===== config.mk =====
export PLATFORM = sky130hd
export DESIGN_NAME = dest_addr_filter
export DESIGN_NICKNAME = d
export VERILOG_FILES = /design/src/rtl/daf_pkg.sv /design/src/rtl/daf_setup_parser.sv /design/src/rtl/daf_addr_table.sv /design/src/rtl/dest_addr_filter.sv
export SDC_FILE = /design/constraint.sdc
export NUM_CORES = 1
export LEC_CHECK = 0
export ABC_CLOCK_PERIOD_IN_PS = 9700
export CORE_MARGIN = 3
export CORE_UTILIZATION = 47
export CTS_CLUSTER_SIZE = 28
export DETAILED_ROUTE_END_ITERATION = 8
export SLEW_MARGIN = 20
export SYNTH_ARGS = -nofsm -noshare
export SYNTH_HDL_FRONTEND = slang
export SYNTH_HIERARCHICAL = 1
export SYNTH_SLANG_ARGS = --single-unit

===== constraint.sdc =====
create_clock -name clk -period 9.7 [get_ports clk]
set_input_delay 2.425 -clock clk [delete_from_list [all_inputs] [get_ports clk]]
set_output_delay 2.425 -clock clk [all_outputs]
set_load 0.1 [all_outputs]

===== src/rtl/daf_pkg.sv =====
package daf_pkg;

  localparam int unsigned MAC_BYTES = 6;
  localparam int unsigned MAC_W     = 8 * MAC_BYTES;
  // Bit 0 of address byte 0 marks a group address; byte 0 is the top byte.
  localparam int unsigned GROUP_BIT = MAC_W - 8;

  typedef logic [MAC_W-1:0] mac_t;

  function automatic logic is_group(input mac_t a);
    return a[GROUP_BIT];
  endfunction

endpackage


===== src/rtl/daf_setup_parser.sv =====
module daf_setup_parser
  import daf_pkg::*;
#(
  parameter int unsigned NUM_ENTRIES = 16,
  parameter int unsigned ENTRY_BYTES = 12,
  parameter logic [ENTRY_BYTES-1:0] USED_MASK = 12'h333
) (
  input  logic       clk,
  input  logic       rst_n,
  input  logic       load_start,
  input  logic       load_valid,
  input  logic [7:0] load_byte,
  output logic       busy,
  output logic       tbl_clear,
  output logic       tbl_wr,
  output mac_t       tbl_wr_data
);

  function automatic int unsigned last_used_off(input logic [ENTRY_BYTES-1:0] m);
    int unsigned r;
    r = 0;
    for (int unsigned k = 0; k < ENTRY_BYTES; k++) begin
      if (m[k]) r = k;
    end
    return r;
  endfunction

  localparam int unsigned OFF_W    = (ENTRY_BYTES > 1) ? $clog2(ENTRY_BYTES) : 1;
  localparam int unsigned ENT_W    = (NUM_ENTRIES > 1) ? $clog2(NUM_ENTRIES) : 1;
  localparam int unsigned LAST_OFF = last_used_off(USED_MASK);
  localparam int unsigned ASM_W    = MAC_W - 8;

  logic             busy_q, busy_d, busy_en;
  logic [OFF_W-1:0] off_q, off_d;
  logic [ENT_W-1:0] ent_q, ent_d;
  logic             pos_en;
  logic [ASM_W-1:0] asm_q, asm_d;
  logic             asm_en;

  logic take, lane_used, at_last_lane, at_entry_end, at_last_entry;
  mac_t full_addr;

  // next-state logic
  always_comb begin
    take          = busy_q && load_valid && !load_start;
    lane_used     = USED_MASK[off_q];
    at_last_lane  = (off_q == OFF_W'(LAST_OFF));
    at_entry_end  = (off_q == OFF_W'(ENTRY_BYTES - 1));
    at_last_entry = (ent_q == ENT_W'(NUM_ENTRIES - 1));
    full_addr     = {asm_q, load_byte};

    busy_en = load_start || (take && at_entry_end && at_last_entry);
    busy_d  = load_start;

    pos_en = load_start || take;
    if (load_start) begin
      off_d = '0;
      ent_d = '0;
    end else begin
      off_d = at_entry_end ? '0 : off_q + OFF_W'(1);
      ent_d = at_entry_end ? (at_last_entry ? '0 : ent_q + ENT_W'(1)) : ent_q;
    end

    asm_en = take && lane_used;
    asm_d  = {asm_q[ASM_W-9:0], load_byte};
  end

  // registers
  always_ff @(posedge clk or negedge rst_n) begin
    if (!rst_n) begin
      busy_q <= 1'b0;
      off_q  <= '0;
      ent_q  <= '0;
    end else begin
      if (busy_en) busy_q <= busy_d;
      if (pos_en) begin
        off_q <= off_d;
        ent_q <= ent_d;
      end
    end
  end

  always_ff @(posedge clk) begin
    if (asm_en) asm_q <= asm_d;
  end

  assign busy        = busy_q;
  assign tbl_clear   = load_start;
  assign tbl_wr      = take && lane_used && at_last_lane && !is_group(full_addr);
  assign tbl_wr_data = full_addr;

  assert_start_busy_R2: assert property (@(posedge clk) disable iff (!rst_n)
    load_start |=> busy_q);

  assert_busy_drop_R2: assert property (@(posedge clk) disable iff (!rst_n)
    $fell(busy_q) |-> $past(load_valid && at_entry_end && at_last_entry));

  assert_restart_pos_R12: assert property (@(posedge clk) disable iff (!rst_n)
    load_start |=> (off_q == '0 && ent_q == '0));

  assert_idle_frozen_R11: assert property (@(posedge clk) disable iff (!rst_n)
    (!busy_q && !load_start) |=> $stable(off_q) && $stable(ent_q));

endmodule


===== src/rtl/daf_addr_table.sv =====
module daf_addr_table
  import daf_pkg::*;
#(
  parameter int unsigned NUM_ENTRIES = 16,
  parameter int unsigned CNT_W = $clog2(NUM_ENTRIES + 1)
) (
  input  logic             clk,
  input  logic             rst_n,
  input  logic             clear,
  input  logic             wr_en,
  input  mac_t             wr_data,
  input  mac_t             lookup,
  output logic             hit,
  output logic [CNT_W-1:0] count
);

  logic [CNT_W-1:0]       cnt_q, cnt_d;
  logic                   cnt_en;
  logic                   room;
  logic [NUM_ENTRIES-1:0] hit_vec;

  always_comb begin
    room   = (cnt_q < CNT_W'(NUM_ENTRIES));
    cnt_en = clear || (wr_en && room);
    cnt_d  = clear ? '0 : cnt_q + CNT_W'(1);
  end

  always_ff @(posedge clk or negedge rst_n) begin
    if (!rst_n) cnt_q <= '0;
    else if (cnt_en) cnt_q <= cnt_d;
  end

  for (genvar i = 0; i < NUM_ENTRIES; i++) begin : g_slot
    mac_t ent_q;
    logic we;
    assign we = wr_en && !clear && room && (cnt_q == CNT_W'(i));
    always_ff @(posedge clk) begin
      if (we) ent_q <= wr_data;
    end
    assign hit_vec[i] = (CNT_W'(i) < cnt_q) && (ent_q == lookup);
  end

  assign hit   = |hit_vec;
  assign count = cnt_q;

  assert_count_bound_R4: assert property (@(posedge clk) disable iff (!rst_n)
    cnt_q <= CNT_W'(NUM_ENTRIES));

  assert_count_step_R4: assert property (@(posedge clk) disable iff (!rst_n)
    !$past(clear) |-> (cnt_q == $past(cnt_q) || cnt_q == $past(cnt_q) + CNT_W'(1)));

  assert_clear_count_R5: assert property (@(posedge clk) disable iff (!rst_n)
    clear |=> (cnt_q == '0));

endmodule


===== src/rtl/dest_addr_filter.sv =====
module dest_addr_filter
  import daf_pkg::*;
#(
  parameter int unsigned NUM_ENTRIES = 16,
  parameter int unsigned ENTRY_BYTES = 12,
  parameter logic [ENTRY_BYTES-1:0] USED_MASK = 12'h333,
  localparam int unsigned CNT_W = $clog2(NUM_ENTRIES + 1)
) (
  input  logic             clk,
  input  logic             rst_n,
  input  logic             load_start,
  input  logic             load_valid,
  input  logic [7:0]       load_byte,
  input  logic             promisc_en,
  input  logic             chk_valid,
  input  logic [47:0]      chk_addr,
  output logic             busy,
  output logic             acc_valid,
  output logic             acc_flag,
  output logic [CNT_W-1:0] entry_count
);

  logic tbl_clear, tbl_wr, tbl_hit;
  mac_t tbl_wr_data;

  daf_setup_parser #(
    .NUM_ENTRIES (NUM_ENTRIES),
    .ENTRY_BYTES (ENTRY_BYTES),
    .USED_MASK   (USED_MASK)
  ) parser_i (
    .clk         (clk),
    .rst_n       (rst_n),
    .load_start  (load_start),
    .load_valid  (load_valid),
    .load_byte   (load_byte),
    .busy        (busy),
    .tbl_clear   (tbl_clear),
    .tbl_wr      (tbl_wr),
    .tbl_wr_data (tbl_wr_data)
  );

  // request hold slot
  logic pend_q, pend_d, pend_en;
  mac_t pend_addr_q;
  logic pend_prom_q;
  logic hold, fire, capture;
  mac_t eval_addr;
  logic eval_prom, accept;
  logic acc_valid_q, acc_flag_q;

  daf_addr_table #(
    .NUM_ENTRIES (NUM_ENTRIES),
    .CNT_W       (CNT_W)
  ) table_i (
    .clk     (clk),
    .rst_n   (rst_n),
    .clear   (tbl_clear),
    .wr_en   (tbl_wr),
    .wr_data (tbl_wr_data),
    .lookup  (eval_addr),
    .hit     (tbl_hit),
    .count   (entry_count)
  );

  always_comb begin
    hold      = busy || load_start;
    fire      = !hold && (pend_q || chk_valid);
    capture   = chk_valid && (hold || pend_q);
    eval_addr = pend_q ? pend_addr_q : chk_addr;
    eval_prom = pend_q ? pend_prom_q : promisc_en;
    accept    = eval_prom || is_group(eval_addr) || tbl_hit;
    pend_en   = capture || fire;
    pend_d    = capture;
  end

  always_ff @(posedge clk or negedge rst_n) begin
    if (!rst_n) begin
      pend_q      <= 1'b0;
      acc_valid_q <= 1'b0;
      acc_flag_q  <= 1'b0;
    end else begin
      if (pend_en) pend_q <= pend_d;
      acc_valid_q <= fire;
      if (fire) acc_flag_q <= accept;
    end
  end

  always_ff @(posedge clk) begin
    if (capture) begin
      pend_addr_q <= chk_addr;
      pend_prom_q <= promisc_en;
    end
  end

  assign acc_valid = acc_valid_q;
  assign acc_flag  = acc_flag_q;

  assert_promisc_accept_R6: assert property (@(posedge clk) disable iff (!rst_n)
    (fire && eval_prom) |=> acc_flag_q);

  assert_group_accept_R7: assert property (@(posedge clk) disable iff (!rst_n)
    (fire && eval_addr[GROUP_BIT]) |=> acc_flag_q);

  assert_idle_latency_R9: assert property (@(posedge clk) disable iff (!rst_n)
    (chk_valid && !busy && !load_start && !pend_q) |=> acc_valid_q);

  assert_no_result_busy_R10: assert property (@(posedge clk) disable iff (!rst_n)
    acc_valid_q |-> !$past(hold));

  assert_held_release_R10: assert property (@(posedge clk) disable iff (!rst_n)
    (pend_q && !hold) |=> acc_valid_q);

endmodule


==> metrics.txt, run 1 <==
run status completed; pre-CTS setup slack approximately 2.6 ns; largest net degree at the start of global routing 54; Worst Path Buf+Inv 3; post-synth top area share 70.5%; CTS Root Cell clkbuf_16; H-tree depth 3; Hold-fix buffers, CTS 0; sequential area share after synthesis a little under three quarters; drt first pass iters 5; CTS tree yes; Netlist Area Pre-Place roughly 37,000 um^2; Post-synth ARST share 1.95%; total wire length ~120,000 um; Post-Synthesis Cells around 2,200; Setup Buffers After CTS 0; detailed-placement wirelength estimate about 68,000 um; Filler Cells Inserted around 6,100; grt total ovfl 0; GPL Wtd Cong 0.910; Initial Util between 40% and 50%; maximum fanout along the worst path between 40 and 50; WP data required ~10 ns; initial antenna violation count 22; prevailing post-synth register cell edfxtp_1; yosys warns 6; hold crit path type flop to flop; Slew headroom between 15 and 20%; WHS 0.460 ns; RSZ-0062 raised after global routing false; final hold vios 0; core area 76,500 um^2; vias in the first global route 20,047; critical path cell sequence clkdlybuf4s50_1 -> nor3_2 -> buf_4 -> and2_1 -> nor2b_1 -> and2b_1 -> nand2_1 -> or2_1 -> nor3b_4 -> buf_4; Area contributors post-synth edfxtp_1 70%, xor2_1 10%, xnor2_1 8.0%; syn_nets between 2,000 and 2,500; Pleak around 13 nW; CP startpoint kind primary input; Post-synth EDFFs 857; Finished Core Util a little over half; area leader, netlist edfxtp_1; crit path time final 6.31 ns; Worst Tran Pin Value 1.25 ns; maxcap violations 0; fmax around 160 MHz; Initial DRC Count 3,371; DP Cell Count around 3,300; top cells by instance count after synthesis 857 x edfxtp_1, 424 x xor2_1, 332 x xnor2_1, 129 x nor4_1, 107 x nand4_1; port bufs between 60 and 70; clock sink count ~870; Rows slightly above 100; worst endpoint data arrival time around 6.6 ns; Die Y about 280 um; clock skew ~0.025 ns; pwr/cell area approximately 190 nW/um^2; Boundary Pins 70; total CTS buffers 91; post-route ant nets 0; crit share post-route approximately two thirds; Crit-path slowest cell clkdlybuf4s50_1; DRC violations left 0; Seq cells post-synth ~900; worst skew pair latency roughly 0.64 ns; vias per cell between 6 and 7; clock slew at reported path FFs ~0.060 ns; setup TNS 0 ns; final net count roughly 2,400; Setup-failing EPs final 0; per-cell routed wire length 36.1 um; maximum buffer depth of the clock tree 3; maximum vdd drop roughly 0.14 mV; Layout Cells excl Fill between 3,000 and 4,000; top cell family by delay on the critical path simple AND/OR/NAND/NOR gates; Worst setup EP type flop; number of vias in the routed layout about 21,000; most used cell, CP buf_4; setup ws final 3.39 ns; Yosys cell types 57; total track usage between 30% and 40%; Slew Viols, Final 0; first-pass GRT wire length around 170,000 um; Chip Width 285 um; Crit Path Class primary input to flop; area delta synth->final 13.4%; top-count cell post-synth edfxtp_1; layout cells sized above 1 about an eighth; Mapped Avg Cell Area 16.5 um^2; die area about 81,000 um^2; CTS resizes 0; CP peak stage delay 0.77 ns
==> layout make-up <==
| class | instances | area, um^2 | area share, % |
|---|---|---|---|
| Sequential cell | 874 | 26200 | 63.2 |
| Tap cell | 1030 | 1290 | 3.11 |
| Inverter | 18 | 67.6 | 0.163 |
| Clock buffer | 122 | 2520 | 6.09 |
| Antenna cell | 3 | 7.51 | 0.0181 |
| Clock inverter | 45 | 285 | 0.689 |
| Multi-Input combinational cell | 1197 | 9710 | 23.5 |
| Timing Repair Buffer | 157 | 1360 | 3.29 |
==> final timing paths <==
| check | cells past startpoint | slack, ns | startpoint | end |
|---|---|---|---|---|
| setup / recovery | 10 | 3.39 | load_start | table_i/g_slot[13].ent_q[12] |
| hold / removal | 0 | 0.46 | parser_i/asm_q[6] | parser_i/asm_q[14] |
| setup reg to reg | 11 | 5.18 | pend_q | acc_flag |
| hold reg to reg | 0 | 0.46 | parser_i/asm_q[6] | parser_i/asm_q[14] |
| max in group asynchronous | 1 | 6.85 | rst_n | pend_q |
| min in group asynchronous | 1 | 2.28 | rst_n | acc_flag |
==> stage by stage <==
stage | power [W] | cell area [um^2]
finish | 0.00802 | 41400
floorplan | 0.00449 | 36500
global route | 0.00822 | 41400
detailed placement | 0.00474 | 38600
CTS | 0.00804 | 41400
global placement | 0.00473 | 38500
==> flip-flops by register name, summed over array words and instances, names as in the netlist <==
register              cells
pend_addr_q              48
acc_valid                 1
parser_i/ent_q            4
table_i/count             5
pend_prom_q               1
parser_i/busy             1
pend_q                    1
table_i/g_slot.ent_q    768
acc_flag                  1
parser_i/off_q            4
parser_i/asm_q           40
==> layer usage <==
metal | up-vias | GRT usage (%) | share of wire, %
met2 | 1340 | 47.7 | 46
met3 | 265 | 6.16 | 12
li1 | 8416 | - | -
met4 | 0 | 11.3 | 4.4
met5 | - | 0 | 0
met1 | 10960 | 42.0 | 38
==> power by group <==
group	switching, W	leakage (nW)	internal (W)	total, W
clock network	0.00145	1.38	0.00190	0.00335
logic	0.000356	3.86	0.000138	0.000494
registers	0.0000222	7.97	0.00416	0.00418
total	0.00183	13.2	0.00619	0.00802
==> layout by cell type, fill, tap and decap left out, types with 4 or more instances in the layout <==
cell and instances:
edfxtp_1 857, xor2_1 424, xnor2_1 332, nor4_1 129, nand4_1 107, clkbuf_16 97, buf_4 84, clkdlybuf4s50_1 63
mux2_2 46, clkbuf_1 25, clkinv_1 20, clkinv_2 20, nand3_1 18, dfrtp_1 16, nand2_1 16, inv_1 15
a21oi_1 12, nor3_1 12, nor2_1 11, nor2_4 7, buf_2 6, nand2b_1 6, ha_1 6, nor3_2 5
o21ai_0 5, o22ai_1 5, or4_1 4
==> logic make-up after synthesis <==
kind of cell,after synthesis,synth area share [%]
compound gates,49,0.925
xor+xnor,756,18.1
fa+ha+maj,7,0.233
buf+inv,138,2.08
flops,874,71.6
mux,48,1.49
simple gates,337,5.51
(Power assumes the default switching activity.)
==> run 2, diff against run 1 <==
Settings changed: ABC_CLOCK_PERIOD_IN_PS 9700 to 6000.
Clock period 9.7 ns to 6 ns, I/O delays scaled along.
==> run 2 against run 1 <==
  * Hold slack worse by 0.0048 ns
  * Clock-buffer cell count down 2
  * Setup slack worse by 2.4 ns
  * Sequential power up 62%
  * Register-to-register slack worse by 4.1 ns
  * Routed wire length up 1.8%
  * Sequential share of layout area down 1.2 points
  * Cell count up 1.8%
  * Die area unchanged
  * Global-route usage up 0.64 points
  * Design area up 1.9%
  * Power up 64%
==> metrics.txt, run 2 (synthesis gave the netlist of run 1 again) <==
run status completed; CTS resizes 0; maximum fanout along the worst path 16; crit path time final slightly below 5 ns; vias per cell about 6.0; CP startpoint kind primary input; area of the multi-input gates a little under 10,000 um^2; Chip Width approximately 280 um; total CTS buffers 91; maximum buffer depth of the clock tree 3; Slew headroom about 18%; H-tree depth 3; Initial DRC Count 3,187; largest net degree at the start of global routing approximately 50; total track usage a little under a third; post-route ant nets 0; Filler Cells Inserted between 6,000 and 7,000; most used cell, CP nand4_1; Worst setup EP type flop; pwr/cell area approximately 310 nW/um^2; Die Y 285 um; Pleak about 14 nW; Worst Path Buf+Inv 1; die area approximately 81,000 um^2; core area 76,500 um^2; CTS Root Cell clkbuf_16; area delta synth->final 15.5%; clock skew around 0.03 ns; CP peak stage delay a little under 0.8 ns; detailed-placement wirelength estimate 81,000 um; WHS 0.455 ns; Boundary Pins 70; maximum vdd drop 0.234 mV; final hold vios 0; worst skew pair latency between 0.6 and 0.7 ns; Crit Path Class primary input to flop; WP data required 6.56 ns; initial antenna violation count 12; Finished Core Util approximately 55%; Setup Buffers After CTS 0; max reg flops 768; maxcap violations 0; final net count 2,471; DRC violations left 0; Rows around 100; Slew Viols, Final 0; fmax 201 MHz; Crit-path slowest cell mux2_2; grt total ovfl 0; crit share post-route between 80% and 90%; commonest non-fill, non-tap cell in the layout edfxtp_1; clock slew at reported path FFs 0.06 ns; most frequent cells in the layout 857 x edfxtp_1, 424 x xor2_1, 332 x xnor2_1, 133 x buf_4, 129 x nor4_1; GPL Wtd Cong 0.952; hold crit path type flop to flop; layout cells sized above 1 between 10 and 15%; fin area around 42,000 um^2; Power Total about 0.013 W; clock sink count 874; critical path cell sequence clkdlybuf4s50_1 -> mux2_2 -> xor2_1 -> nor4_1 -> nand4_1 -> nor4_1 -> nand4_1 -> and4b_1 -> nand4_1 -> a211oi_1 -> a2bb2oi_1; CTS tree yes; Largest regs table_i/g_slot.ent_q (768), pend_addr_q (48), parser_i/asm_q (40); placed cell area between 30,000 and 40,000 um^2; per-cell routed wire length about 36 um; Initial Util between 40% and 50%; Worst Tran Pin Value 1.23 ns; Hold-fix buffers, CTS 0; port bufs 69; first-pass GRT wire length approximately 170,000 um; total wire length roughly 130,000 um; vias in the first global route 20,009; worst endpoint data arrival time ~5.5 ns; drt first pass iters 6; top cell family by delay on the critical path simple AND/OR/NAND/NOR gates; setup TNS 0 ns; number of vias in the routed layout 21,209; Setup-failing EPs final 0; Largest Register table_i/g_slot.ent_q; RSZ-0062 raised after global routing false; Seq. cell area between 20,000 and 30,000 um^2
## run 2: cell type report
type / count / share of cell area, %
Antenna cell: 2 / 0.0119
Clock buffer: 120 / 5.96
Clock inverter: 45 / 0.908
Inverter: 18 / 0.160
Multi-Input combinational cell: 1197 / 23.1
Sequential cell: 874 / 62.0
Tap cell: 1030 / 3.06
Timing Repair Buffer: 221 / 4.83
## run 2: layer usage
metal	GRT usage [%]	share of wire [%]	wire, um
met2	48.0	45	57500
met5	0	0.010	13
met1	43.1	39	49500
met4	12.5	4.4	5610
met3	6.40	11	13900
## run 2: path summary, 6_finish.rpt
check,startpoint,endpoint,slack (ns),cells past startpoint
min in group asynchronous,rst_n,acc_flag,1.38,1
max in group asynchronous,rst_n,pend_q,4.00,1
worst min register to register,parser_i/asm_q[5],parser_i/asm_q[13],0.45,0
worst max-delay path,chk_addr[11],acc_flag,1.03,11
worst min-delay path,parser_i/asm_q[5],parser_i/asm_q[13],0.45,0
worst max register to register,pend_q,acc_flag,1.08,11
## run 2: where the power goes
part / total (W) / internal [W] / leakage, nW / switching, W
sequential: 0.00678 / 0.00672 / 7.97 / 0.0000589
clock: 0.00556 / 0.00323 / 1.42 / 0.00232
combinational: 0.000793 / 0.000255 / 4.24 / 0.000538
## run 2: per-stage QoR
stage | worst slack, ns | std cells
2_1_floorplan | 0.167 | 2209
3_3_place_gp | 0.481 | 3328
3_5_place_dp | 0.517 | 3338
4_1_cts | 1.18 | 3503
5_1_grt | 1.04 | 3505
6_report | 1.03 | 3507
## run 2: worst reg2reg max path, delay by kind of cell (launching register included)
family	cells	cell delay [ns]
and+or+nand+nor	6	2.29
AOI/OAI and AO/OA	2	0.29
xor gates and xnor gates	1	0.33
buffers and inverters	1	0.39
muxes	1	0.71
DFF	1	0.85
